===== config.mk =====
export PLATFORM = sky130hd
export DESIGN_NAME = sqrt_csel_adder
export DESIGN_NICKNAME = d
export VERILOG_FILES = /design/src/rtl/sqrt_csel_pkg.sv /design/src/rtl/csel_block.sv /design/src/rtl/sqrt_csel_datapath.sv /design/src/rtl/sqrt_csel_select.sv /design/src/rtl/sqrt_csel_adder.sv
export SDC_FILE = /design/constraint.sdc
export NUM_CORES = 1
export LEC_CHECK = 0
export BUFFER_PORTS_ARGS = -buffer_cell sky130_fd_sc_hd__buf_2
export CORE_UTILIZATION = 41
export DETAILED_ROUTE_END_ITERATION = 8
export PLACE_DENSITY = 0.88
export SLEW_MARGIN = 20
export SYNTH_ARGS = -nofsm -noshare
export SYNTH_HDL_FRONTEND = slang
export SYNTH_SLANG_ARGS = --single-unit

===== constraint.sdc =====
create_clock -name vclk -period 7.5
set_clock_uncertainty 0.1 [all_clocks]
set_input_delay 0.375 -clock vclk [all_inputs]
set_output_delay 0.375 -clock vclk [all_outputs]
set_load 0.005 [all_outputs]

===== src/rtl/sqrt_csel_pkg.sv =====
package sqrt_csel_pkg;

  // number of carry-select stages and width of the lowest one
  localparam int STAGE_COUNT = 5;
  localparam int BASE_WIDTH  = 2;

  // stage s is BASE_WIDTH + s bits wide
  function automatic int stageWidth(input int baseW, input int s);
    return baseW + s;
  endfunction

  // lowest bit index covered by stage s
  function automatic int stageLow(input int baseW, input int s);
    return s * baseW + (s * (s - 1)) / 2;
  endfunction

  // total operand width for a given base width
  function automatic int totalWidth(input int baseW);
    return stageLow(baseW, STAGE_COUNT);
  endfunction

  // strobes from the selection chain to the datapath:
  // pickHigh[s] = 1 keeps the variant computed with an assumed carry-in of 1
  typedef struct packed {
    logic [STAGE_COUNT-1:0] pickHigh;
  } selStrobe_t;

endpackage


===== src/rtl/csel_block.sv =====
module csel_block #(
  parameter int W    = 2,
  parameter bit DUAL = 1'b1
) (
  input  logic [W-1:0] blkA,
  input  logic [W-1:0] blkB,
  input  logic         cinTrue,
  output logic [W-1:0] sumLo,
  output logic [W-1:0] sumHi,
  output logic         coutLo,
  output logic         coutHi
);

  // setup: per-bit propagate and generate
  logic [W-1:0] prop;
  logic [W-1:0] gen;
  assign prop = blkA ^ blkB;
  assign gen  = blkA & blkB;

  // carry vectors seen at each bit for both assumptions
  logic [W-1:0] carryVecLo;
  logic [W-1:0] carryVecHi;

  always_comb begin
    logic cLo;
    logic cHi;
    cLo = DUAL ? 1'b0 : cinTrue;
    cHi = DUAL ? 1'b1 : cinTrue;
    for (int i = 0; i < W; i++) begin
      carryVecLo[i] = cLo;
      carryVecHi[i] = cHi;
      cLo = gen[i] | (prop[i] & cLo);
      cHi = gen[i] | (prop[i] & cHi);
    end
    coutLo = cLo;
    coutHi = cHi;
    sumLo  = prop ^ carryVecLo;
    sumHi  = prop ^ carryVecHi;

    if (DUAL) begin
      // the carry-in-1 variant is the carry-in-0 variant plus one
      a_r1_variant_step: assert ({coutHi, sumHi} == {coutLo, sumLo} + {{W{1'b0}}, 1'b1})
        else $error("variant results disagree");
      // a fully propagating stage passes its assumed carry straight out
      if (&prop) begin
        a_r3_full_propagate: assert (coutLo == 1'b0 && coutHi == 1'b1)
          else $error("propagate stage mis-forwards carry");
      end
      // a stage with no propagate bit makes its carry-out independent of its carry-in
      if (prop == '0) begin
        a_r4_no_propagate: assert (coutLo == coutHi)
          else $error("killed stage depends on carry-in");
      end
      // the carry-in-1 variant never yields a smaller carry-out
      a_r1_monotone: assert (coutHi | ~coutLo)
        else $error("carry not monotone in carry-in");
    end
  end

endmodule


===== src/rtl/sqrt_csel_datapath.sv =====
module sqrt_csel_datapath
  import sqrt_csel_pkg::*;
#(
  parameter int BASE_W = BASE_WIDTH,
  localparam int WIDTH = totalWidth(BASE_W)
) (
  input  logic [WIDTH-1:0]       opA,
  input  logic [WIDTH-1:0]       opB,
  input  logic                   carryIn,
  input  selStrobe_t             strobes,
  output logic [STAGE_COUNT-1:0] stageCoutLo,
  output logic [STAGE_COUNT-1:0] stageCoutHi,
  output logic [WIDTH-1:0]       sumOut
);

  for (genvar s = 0; s < STAGE_COUNT; s++) begin : g_stage
    localparam int LO = stageLow(BASE_W, s);
    localparam int SW = stageWidth(BASE_W, s);

    logic [SW-1:0] sumLo;
    logic [SW-1:0] sumHi;

    // the lowest stage ripples the real carry-in; the others precompute both cases
    csel_block #(
      .W    (SW),
      .DUAL (s != 0)
    ) u_blk (
      .blkA    (opA[LO +: SW]),
      .blkB    (opB[LO +: SW]),
      .cinTrue (s == 0 ? carryIn : 1'b0),
      .sumLo   (sumLo),
      .sumHi   (sumHi),
      .coutLo  (stageCoutLo[s]),
      .coutHi  (stageCoutHi[s])
    );

    assign sumOut[LO +: SW] = strobes.pickHigh[s] ? sumHi : sumLo;
  end

endmodule


===== src/rtl/sqrt_csel_select.sv =====
module sqrt_csel_select
  import sqrt_csel_pkg::*;
(
  input  logic                   carryIn,
  input  logic [STAGE_COUNT-1:0] stageCoutLo,
  input  logic [STAGE_COUNT-1:0] stageCoutHi,
  output selStrobe_t             strobes,
  output logic                   carryOut
);

  // multiplexer chain: the true carry at each boundary picks the next stage's variant
  always_comb begin
    logic c;
    c = carryIn;
    for (int s = 0; s < STAGE_COUNT; s++) begin
      strobes.pickHigh[s] = c;
      c = c ? stageCoutHi[s] : stageCoutLo[s];
    end
    carryOut = c;

    // when the top stage has the same carry-out for both cases, the output cannot depend on the select
    if (stageCoutLo[STAGE_COUNT-1] == stageCoutHi[STAGE_COUNT-1]) begin
      a_r5_top_agree: assert (carryOut == stageCoutLo[STAGE_COUNT-1])
        else $error("top carry mis-selected");
    end
  end

endmodule


===== src/rtl/sqrt_csel_adder.sv =====
module sqrt_csel_adder
  import sqrt_csel_pkg::*;
#(
  parameter int BASE_W = BASE_WIDTH,
  localparam int WIDTH = totalWidth(BASE_W)
) (
  input  logic [WIDTH-1:0] opA,
  input  logic [WIDTH-1:0] opB,
  input  logic             carryIn,
  output logic [WIDTH-1:0] sumOut,
  output logic             carryOut
);

  selStrobe_t             strobes;
  logic [STAGE_COUNT-1:0] stageCoutLo;
  logic [STAGE_COUNT-1:0] stageCoutHi;

  sqrt_csel_datapath #(
    .BASE_W (BASE_W)
  ) u_dp (
    .opA         (opA),
    .opB         (opB),
    .carryIn     (carryIn),
    .strobes     (strobes),
    .stageCoutLo (stageCoutLo),
    .stageCoutHi (stageCoutHi),
    .sumOut      (sumOut)
  );

  sqrt_csel_select u_sel (
    .carryIn     (carryIn),
    .stageCoutLo (stageCoutLo),
    .stageCoutHi (stageCoutHi),
    .strobes     (strobes),
    .carryOut    (carryOut)
  );

endmodule


* After elaboration in Yosys (flattened, before gate mapping) *
Cells that the tools add are included.
W data, S select, Z words.

operators by class
  multiplexer cells = 8
  bitwise gates (word level) = 83

operator list
  kind           number
  $or A1 B1 Y1   34
  $and A1 B1 Y1  30
  $xor A6 B6 Y6  3
  $xor A5 B5 Y5  3
  $xor A4 B4 Y4  3
  $xor A3 B3 Y3  3
  $and A6 B6 Y6  1
  $mux W6        1
  $and A5 B5 Y5  1
  $mux W5        1
  $and A4 B4 Y4  1
  $mux W1        4
  $mux W4        1
  $xor A2 B2 Y2  2
  $and A3 B3 Y3  1
  $mux W3        1
  $and A2 B2 Y2  1

word-level totals
  input port bits = 41
  logic and storage cells = 91
  register bits after elaboration = 0

* Depth between registers and ports, before layout *
Gate-level depths: netlist of the first run.

  depth after elaboration = 13
  gate-level depth with buffers = 22
  gate-level depth less buffers = 22

* Cells and area by module *
A second synthesis of the first run with hierarchy kept.

second synthesis, totals
  cells, all modules = 127
  area total of the unflattened synthesis = 1276.2 um2

by module, submodules not included
  module                              cells an instance  area an instance (um2)  instances
  csel_block (u_dp.g_stage[4].u_blk)  24                 270.3                   1
  sqrt_csel_datapath                  22                 262.8                   1
  csel_block (u_dp.g_stage[3].u_blk)  22                 230.2                   1
  csel_block (u_dp.g_stage[2].u_blk)  20                 190.2                   1
  csel_block (u_dp.g_stage[1].u_blk)  18                 150.1                   1
  csel_block (u_dp.g_stage[0].u_blk)  13                 92.6                    1
  sqrt_csel_select                    8                  80.1                    1

* Worst setup path after synthesis of the first run *
OpenSTA, ideal clock, no wires.

  path type = in2out
  start = in opA[0]
  end = out sumOut[19]
  data arrival time = 5.009 ns
  required time = 7.025 ns
  path slack = 2.016 ns
  path buffers = 0
  stages = 22
  cells stage by stage = inv_1 fa_1 inv_1 fa_1 mux2i_1 o21bai_1 fa_1 or2_1 a31oi_1 o21bai_1 fa_1 nand2b_1 a21boi_2 o31a_1 or2_1 fa_1 and2_1 o32ai_2 o21a_1 nor2_1 fa_1 inv_1

on the way
  word-level cells in the longest chain between the ends = 9
  elaborated cells between the ends (all ways) = 10

RTL lines
  item                      RTL line                            source
  start: declaration        sqrt_csel_adder.sv:7                input logic [WIDTH-1:0] opA,
  $xor A2 B2 Y2             csel_block.sv:17                    assign prop = blkA ^ blkB;
  $and A1 B1 Y1             csel_block.sv:32, csel_block.sv:33
  $or A1 B1 Y1 (*)          csel_block.sv:32, csel_block.sv:33
  $and A1 B1 Y1 (*)         csel_block.sv:32, csel_block.sv:33
  $or A1 B1 Y1 (*)          csel_block.sv:32, csel_block.sv:33
  $mux W1 (*) (3 in a row)  sqrt_csel_select.sv:17              c = c ? stageCoutHi[s] : stageCoutLo[s];
  $mux W6 (*)               sqrt_csel_datapath.sv:37            assign sumOut[LO +: SW] = strobes.pickHigh[s] ? sumHi : sumLo;
  end: declaration          sqrt_csel_adder.sv:10               output logic [WIDTH-1:0] sumOut,

Mark *: on every way between the ends. The rest lies on a longest branch, timed or not.

* Worst setup path after layout of the first run *
Ends and elaborated chain as after synthesis.

==> out/qor.yml, run 1 <==
status:
  status: "finished with violations"
  violations: "design-rule violations"
place:
  hpwl_um: 1530
  gp_congestion: 0.636
  placed_area_mm2: 0.00105
  placed_cells: 166
  numPortBuffers: 62
cells_and_area:
  seq_area_um2: 0
  num_antenna_cells: 0
  seq_cells: 0
  fin_area_mm2: 0.00105
  instances_no_fill: 166
  nets: 217
  drive_gt1_share_pct: 43.3
  clock_buffer_count: 0
  area_delta_synth_final_pct: 45.8
  fillers: 148
  multi_input_area_um2: 642
worst_setup_path:
  crit_chain: "buf_2 > inv_1 > fa_1 > inv_1 > fa_1 > mux2i_1 > o21bai_1 > fa_1 > or2_1 > a31oi_1 > o21bai_1 > fa_1 > nand2b_1 > a21boi_2 > o31a_1 > or2_1 > fa_1 > and2_1 > o32ai_2 > o21a_1 > nor2_1 > fa_1 > inv_1 > buf_2"
  cp-start-kind: "primary input"
  crit_required_ns: 7.03
  cpMostUsedCell: "fa_1"
  crit_fanout: 4
  critPathKind: "in -> out"
  worstPathArrival_ns: 5.56
  cpPeakStageDelay_ns: 0.47
  critPathCaptureType: "primary output"
  crit_path_top_delay_cell: "fa_1"
die:
  die_h_um: 43.9
  die_w_um: 43.9
  ioPinCount: 62
  core_mm2: 0.00158
  design.die.area_mm2: 0.00193
  rows: 14
  initial_core_util_pct: 45.7
clocking:
  ctsHoldBuffers: 0
  post_cts_buffers: 0
  cts_resized: 0
global_route:
  gr-total-overflow: 0
  track_usage_pct: 16.2
  grt_pass1_vias: 727
  grt_pass1_wl_um: 2500
  grt_max_degree: 5
  grt_antenna_before_repair: 0
logic_synthesis:
  synthDominantCellAreaShare_pct: 31.3
  syn_avg_cell_area_um2: 8.19
  synth_cell_types: 25
  yosysWarnings: 0
  synth_cells: 88
  yosysTopAreaCell: "ha_1"
  synth.area.top_cells: "ha_1 (31%), fa_1 (17%), inv_1 (10%)"
  netlist_area_um2: 721
  ys_seq_area_share_pct: 0
  syn-num-nets: 153
sta:
  worst_slew_pin_slew_ns: 0.313
  setup_violations: 0
  finalSetupTns_ns: 0
  holdWs_ns: 0.983
  drv_slew: 0
  fmax_mhz: 166
  fin_crit_sh_pct: 80.5
  period_needed_ns: 6.04
  final-hold-violation-count: 0
  maxSlewHeadroom_pct: 79.1
  rsz0062_at_grt: "false"
drt:
  vias_per_cell: 4.66
  drt-total-wl_um: 1620
  drt_iter0_markers: 8
  drcViolationCount: 3
  wl_per_cell_um: 9.75
  vias: 773
  ant_nets: 0
  firstDrtPassIters: 7
pwr:
  leakage_nw: 0.639
  ir_drop_mv: 0.0500
  swShare_pct: 46.4
  intPower_w: 0.0000463
  p_comb_share_pct: 100.0
  power_frac_clock_pct: 0
  power_density_mw_per_mm2: 82.2
  netSwitchingPower_w: 0.0000401
  p_seq_share_pct: 0
flow_run:
  cap_viol_max_count: 0
min_path:
  min-delay-path-class: "in -> out"
worst max-delay path: cells and delay by family:
kind,cells,cell delay (ns)
muxes,1,0.28
buffers and inverters,5,0.32
AOI/OAI and AO/OA,7,1.38
and+or+nand+nor,5,0.83
adders and majority gates,6,2.34
placed cells by master (no fill, tap or decap):
cell type,count
ha_1,18
or2_1,2
xnor2_1,5
o32ai_2,1
nand2b_2,1
buf_2,62
a21boi_2,1
o31a_1,1
a31oi_1,1
nand3b_1,1
inv_1,20
mux2i_1,1
nor4_1,1
nor2_1,5
nand3_1,2
fa_1,6
o21bai_1,2
nand2b_1,1
nor2b_1,1
nor3_1,3
clkinv_1,1
xor2_1,5
a21oi_1,3
nand2_1,2
and2_1,2
o21a_1,2
cell usage after synthesis:
| cell | count |
|---|---|
| ha_1 | 18 |
| nor2b_1 | 1 |
| clkinv_1 | 1 |
| and2_1 | 2 |
| inv_1 | 20 |
| nor2_1 | 5 |
| o21bai_1 | 2 |
| a21boi_2 | 1 |
| o21a_1 | 2 |
| nand3_1 | 2 |
| nand2b_2 | 1 |
| o31a_1 | 1 |
| nand2_1 | 2 |
| o32ai_2 | 1 |
| mux2i_1 | 1 |
| xnor2_1 | 5 |
| a21oi_1 | 3 |
| fa_1 | 6 |
| or2_1 | 2 |
| xor2_1 | 5 |
| nand3b_1 | 1 |
| nand2b_1 | 1 |
| nor4_1 | 1 |
| nor3_1 | 3 |
| a31oi_1 | 1 |
power groups by stage:
stage	Sequential [W]	Clock [W]	Combinational [W]
floorplan	0	0	0.0000489
global placement	0	0	0.0000839
detailed placement	0	0	0.0000871
CTS	0	0	0.0000876
global route	0	0	0.0000973
finish	0	0	0.0000864
worst paths after layout:
path	from	to	slack, ns	depth (start not counted)
hold / removal	opB[13]	sumOut[13]	0.98	3
setup / recovery	opA[0]	sumOut[19]	1.46	24
per-layer routing:
| metal | wire length [um] | GRT usage [%] | up-vias |
|---|---|---|---|
| li1 | - | - | 405 |
| met2 | 987 | 37.9 | 20 |
| met1 | 564 | 13.7 | 348 |
| met5 | 0 | 0 | - |
| met4 | 0 | 3.64 | 0 |
| met3 | 68 | 0.833 | 0 |
final cells by class:
class,count,area share (%)
inverters,21,7.50
multi-input cells,67,61.1
well taps,16,1.90
repair buffers,62,29.5
through the flow:
step | util [%] | worst slack, ns | total power (W)
2_1_floorplan | - | 2.02 | 0.0000489
6_report | 66.7 | 1.46 | 0.0000864
3_3_place_gp | 66.7 | 1.63 | 0.0000839
5_1_grt | 66.7 | 1.16 | 0.0000973
3_5_place_dp | 66.7 | 1.43 | 0.0000871
4_1_cts | 66.7 | 1.40 | 0.0000876
cell families (layout without fill, tap and decap cells):
kind of cell	count (synthesis)	count (layout)	synth area share (%)
buffers and inverters	21	83	10.9
AO/OA/AOI/OAI	11	11	12.2
AND/OR/NAND/NOR	21	21	15.5
adder cells (fa/ha/maj)	24	24	47.9
multiplexers	1	1	1.39
XOR/XNOR	10	10	12.2
Note: power is estimated with default switching activity, not from simulation.
==> inputs of run 2 (changes only) <==
==> constraint.sdc (replaced) <==
create_clock -name vclk -period 6.05
set_clock_uncertainty 0.1 [all_clocks]
set_input_delay 0.3025 -clock vclk [all_inputs]
set_output_delay 0.3025 -clock vclk [all_outputs]
set_load 0.005 [all_outputs]
==> out/qor.yml, run 2 (synthesis gave the netlist of run 1 again) <==
die:
  initial_core_util_pct: 45.7  # unchanged
  die_w_um: 43.9  # unchanged
  ioPinCount: 62  # unchanged
  core_mm2: 0.00158  # unchanged
  design.die.area_mm2: 0.00193  # unchanged
  rows: 14  # unchanged
  die_h_um: 43.9  # unchanged
drt:
  vias: 786  # was 773
  firstDrtPassIters: 6  # was 7
  ant_nets: 0  # unchanged
  drt-total-wl_um: 1860  # was 1620 um
  drcViolationCount: 4  # was 3
  wl_per_cell_um: 11.2  # was 9.75 um
  drt_iter0_markers: 15  # was 8
  vias_per_cell: 4.73  # was 4.66
sta:
  worst_slew_pin_slew_ns: 0.288  # was 0.313 ns
  final-hold-violation-count: 0  # unchanged
  fmax_mhz: 173
  drv_slew: 0  # unchanged
  fin_crit_sh_pct: 95.6
  finalSetupTns_ns: 0  # unchanged
  maxSlewHeadroom_pct: 80.8  # was 79.1%
  period_needed_ns: 5.79
  setup_violations: 0  # unchanged
  holdWs_ns: 0.841  # was 0.983 ns
worst_setup_path:
  worstPathArrival_ns: 5.38  # was 5.56 ns
  cp-start-kind: "primary input"  # unchanged
  critPathCaptureType: "primary output"  # unchanged
  critPathKind: "in -> out"  # unchanged
  crit_required_ns: 5.65  # was 7.03 ns
  crit_fanout: 4  # unchanged
clocking:
  cts_resized: 0  # unchanged
  post_cts_buffers: 0  # unchanged
  ctsHoldBuffers: 0  # unchanged
cells_and_area:
  clock_buffer_count: 0  # unchanged
  instances_no_fill: 166  # unchanged
  fin_area_mm2: 0.00107  # was 0.00105 mm^2
  area_delta_synth_final_pct: 49.1  # was 45.8%
  seq_cells: 0  # unchanged
  fillers: 145  # was 148
  seq_area_um2: 0  # unchanged
  mostFrequentLayoutCell: "buf_2"  # unchanged
  num_antenna_cells: 0  # unchanged
  drive_gt1_share_pct: 45.3  # was 43.3%
  mostFrequentLayoutCells: "buf_2 (62), inv_1 (20), ha_1 (18)"  # unchanged
  nets: 217  # unchanged
pwr:
  power_w: 0.000113  # was 0.0000864 W
  netSwitchingPower_w: 0.0000531  # was 0.0000401 W
  power_density_mw_per_mm2: 105  # was 82.2 mW/mm^2
  power_frac_clock_pct: 0  # about the same
  p_comb_share_pct: 100.0  # about the same
  swShare_pct: 47.1  # was 46.4%
  intPower_w: 0.0000595  # was 0.0000463 W
  p_seq_share_pct: 0  # about the same
  leakage_nw: 0.638  # was 0.639 nW
  ir_drop_mv: 0.0642  # was 0.0500 mV
global_route:
  grt_antenna_before_repair: 0  # unchanged
  grt_max_degree: 5  # unchanged
  grt_pass1_wl_um: 2690  # was 2500 um
  gr-total-overflow: 0  # unchanged
  track_usage_pct: 17.7  # was 16.2%
  grt_pass1_vias: 698  # was 727
place:
  placed_area_mm2: 0.00105  # unchanged
  hpwl_um: 1620  # was 1530 um
  gp_congestion: 0.703  # was 0.636
  numPortBuffers: 62  # unchanged
  placed_cells: 166  # unchanged
min_path:
  min-delay-path-class: "in -> out"  # unchanged
flow_run:
  cap_viol_max_count: 0  # unchanged
status:
  violations: "design-rule violations"  # unchanged
  status: "finished with violations"  # unchanged
==> run 2: changes by cell type in the layout (fill, tap and decap cells not counted) <==
cell     previous run  this run
fa_1                6         5
o32ai_4             0         1
a31oi_1             1         0
a31oi_2             0         1
mux2i_2             0         1
o32ai_2             1         0
mux2i_1             1         0
fa_2                0         1
==> run 2: worst paths after layout <==
check	depth (start not counted)	endpoint	slack (ns)	startpoint
hold / removal	3	sumOut[1]	0.84	opB[1]
setup / recovery	24	sumOut[19]	0.26	opA[0]
==> run 2: metal layers <==
layer  up-vias  GRT usage (%)  wire length [um]  share of wire, %
li1        408              -                 -                 -
met3         2          0.833                95               5.1
met5         -              0                 0                 0
met2        22           40.0              1080                58
met1       354           18.0               652                35
met4         0              0                25               1.3
==> run 2: metrics by stage <==
step	utilization [%]	worst slack (ns)
3_5_place_dp	66.7	0.185
5_1_grt	68.2	-0.0248
3_3_place_gp	66.7	0.369
6_report	68.2	0.265
2_1_floorplan	-	0.711
4_1_cts	66.7	0.181
==> run 2: layout make-up <==
type	instances	area [um^2]	share of cell area (%)
inverters	21	78.8	7.33
multi-input cells	67	666	61.9
well taps	16	20.0	1.86
repair buffers	62	310	28.9
==> run 2: critical path, stage by stage <==
cell,delay [ns]
buf_2,0.07
inv_1,0.05
fa_1,0.41
inv_1,0.07
fa_1,0.23
mux2i_2,0.28
o21bai_1,0.10
fa_1,0.42
or2_1,0.27
a31oi_2,0.24
o21bai_1,0.12
fa_1,0.42
nand2b_1,0.13
a21boi_2,0.09
o31a_1,0.25
or2_1,0.23
fa_2,0.38
and2_1,0.19
o32ai_4,0.29
o21a_1,0.17
nor2_1,0.05
fa_1,0.47
inv_1,0.03
buf_2,0.11
==> run 2: power by group through the flow <==
stage	clock [W]	sequential [W]	combinational [W]
4_1_cts	0	0	0.000109
5_1_grt	0	0	0.000127
3_5_place_dp	0	0	0.000109
2_1_floorplan	0	0	0.0000606
6_report	0	0	0.000113
3_3_place_gp	0	0	0.000104
==> inputs of run 3 (changes only) <==
--- a/config.mk
+++ b/config.mk
@@ -5,10 +5,11 @@
 export SDC_FILE = /design/constraint.sdc
 export NUM_CORES = 1
 export LEC_CHECK = 0
+export ABC_AREA = 1
 export BUFFER_PORTS_ARGS = -buffer_cell sky130_fd_sc_hd__buf_2
-export CORE_UTILIZATION = 41
+export CORE_UTILIZATION = 42
 export DETAILED_ROUTE_END_ITERATION = 8
-export PLACE_DENSITY = 0.88
+export PLACE_DENSITY = 0.87
 export SLEW_MARGIN = 20
 export SYNTH_ARGS = -nofsm -noshare
 export SYNTH_HDL_FRONTEND = slang
==> out/qor.yml, run 3 <==
status:
  status: "finished clean"  # was finished with violations
cells_and_area:
  num_antenna_cells: 0  # unchanged
  seq_area_um2: 0  # unchanged
  clock_buffer_count: 0  # unchanged
  mostFrequentLayoutCell: "buf_2"  # unchanged
  fillers: 175  # was 145
  drive_gt1_share_pct: 40.4  # was 45.3%
  seq_cells: 0  # unchanged
  nets: 238  # was 217
  area_delta_synth_final_pct: 43.7  # was 49.1%
  multi_input_area_um2: 661  # was 666 um^2
  mostFrequentLayoutCells: "buf_2 (62), inv_1 (25), nand2_1 (25)"  # was buf_2 (62), inv_1 (20), ha_1 (18)
clocking:
  cts_resized: 0  # unchanged
  ctsHoldBuffers: 0  # unchanged
  post_cts_buffers: 0  # unchanged
worst_setup_path:
  crit_required_ns: 5.65  # about the same
  crit_family: "adder cells"  # unchanged
  critPathCaptureType: "primary output"  # unchanged
  cpPeakStageDelay_ns: 0.50  # was 0.47 ns
  crit_path_top_delay_cell: "fa_1"  # unchanged
  cp-start-kind: "primary input"  # unchanged
  cpMostUsedCell: "fa_1"  # unchanged
  worstPathArrival_ns: 4.98  # was 5.38 ns
  path_buf_inv: 7  # was 5
  crit_start: "opA[0]"  # unchanged
  critPathKind: "in -> out"  # unchanged
  worstSetupPathDepth: 30  # was 24
  crit_fanout: 8  # was 4
logic_synthesis:
  synth.area.top_cells: "ha_1 (29%), fa_1 (16%), inv_1 (12%)"  # was ha_1 (31%), fa_1 (17%), inv_1 (10%)
  netlist_area_um2: 771  # was 721 um^2
  yosysWarnings: 0  # unchanged
  yosysTopAreaCell: "ha_1"  # unchanged
  ys_seq_area_share_pct: 0  # unchanged
  syn-num-nets: 175  # was 153
  synthTopCellsByCount: "inv_1 (25), nand2_1 (25), ha_1 (18)"  # was inv_1 (20), ha_1 (18), fa_1 (6)
  syn_avg_cell_area_um2: 7.01  # was 8.19 um^2
  synth_cell_types: 17  # was 25
  synth_cells: 110  # was 88
  synthDominantCellAreaShare_pct: 29.2  # was 31.3%
global_route:
  gr-total-overflow: 0  # unchanged
  grt_max_degree: 9  # was 5
  grt_antenna_before_repair: 0  # unchanged
  grt_pass1_wl_um: 2580  # was 2690 um
  track_usage_pct: 16.4  # was 17.7%
  grt_pass1_vias: 736  # was 698
drt:
  firstDrtPassIters: 5  # was 6
  vias_per_cell: 4.45  # was 4.73
  wl_per_cell_um: 8.49  # was 11.2 um
  drcViolationCount: 0  # was 4
  drt_iter0_markers: 6  # was 15
  ant_nets: 0  # unchanged
  vias: 872  # was 786
  drt-total-wl_um: 1660  # was 1860 um
sta:
  fmax_mhz: 186  # was 173 MHz
  fin_ws_ns: 0.663  # was 0.265 ns
  maxSlewHeadroom_pct: 80.3  # was 80.8%
  final-hold-violation-count: 0  # unchanged
  setup_violations: 0  # unchanged
  finalSetupTns_ns: 0  # unchanged
  period_needed_ns: 5.39  # was 5.79 ns
  fin_crit_sh_pct: 89.0  # was 95.6%
  rsz0062_at_grt: "false"
  worst_slew_pin_slew_ns: 0.295  # was 0.288 ns
  holdWs_ns: 0.845  # was 0.841 ns
  drv_slew: 0  # unchanged
die:
  design.die.area_mm2: 0.00201  # was 0.00193 mm^2
  rows: 15  # was 14
  ioPinCount: 62  # unchanged
  core_mm2: 0.00173  # was 0.00158 mm^2
  die_h_um: 44.8  # was 43.9 um
  initial_core_util_pct: 44.6  # was 45.7%
  die_w_um: 44.8  # was 43.9 um
pwr:
  power_density_mw_per_mm2: 104  # was 105 mW/mm^2
  leakage_nw: 0.733  # was 0.638 nW
  ir_drop_mv: 0.0503  # was 0.0642 mV
place:
  gp_congestion: 0.651  # was 0.703
  hpwl_um: 1580  # was 1620 um
  numPortBuffers: 62  # unchanged
  pre_cts_ws_ns: 0.645  # was 0.185 ns
min_path:
  holdPathStages: 3  # unchanged
  min_from: "opB[8]"  # was opB[1]
  min-delay-path-class: "in -> out"  # unchanged
  hold_end: "sumOut[8]"  # was sumOut[1]
flow_run:
  cap_viol_max_count: 0  # unchanged
run 3: layout make-up:
type / count / area share (%)
Tap cell: 25 / 2.82
Inverter: 28 / 9.49
Timing Repair Buffer: 62 / 28.0
Multi-Input combinational cell: 81 / 59.7
run 3: cells by family after synthesis:
family                     synth area share [%]
AOI/OAI and AO/OA                          6.98
xor gates and xnor gates                   13.6
adders and majority gates                  44.8
buffers and inverters                      14.3
and+or+nand+nor                            20.3
run 3: power by group:
part	leakage [nW]	switching, W	internal [W]
Combinational	0.733	0.0000564	0.0000593
Sequential	0	0	0
Clock	0	0	0
run 3: worst max path at each step:
stage / endpoint
2_1_floorplan: sumOut[19]
3_3_place_gp: sumOut[19]
3_5_place_dp: sumOut[19]
4_1_cts: sumOut[19]
5_1_grt: sumOut[19]
6_report: sumOut[19]
run 3: tightest hold or removal path: cells and delay by family:
| kind | cells | cell delay [ns] |
|---|---|---|
| adders and majority gates | 1 | 0.14 |
| buffers and inverters | 2 | 0.19 |
run 3: stage by stage:
stage,area [um^2],instances,power [W],utilization (%)
global route,1110,196,0.000133,64.1
detailed placement,1110,196,0.000117,64.1
global placement,1110,196,0.000112,64.1
floorplan,771,110,0.0000671,-
CTS,1110,196,0.000118,64.1
finish,1110,196,0.000116,64.1
run 3: metal layers:
| layer | GRT usage (%) | part of all wire (%) | vias up |
|---|---|---|---|
| met4 | 0 | 0 | 0 |
| met3 | 0 | 5.5 | 0 |
| met2 | 36.5 | 57 | 35 |
| met5 | 0 | 0 | - |
| li1 | - | - | 451 |
| met1 | 17.9 | 37 | 386 |
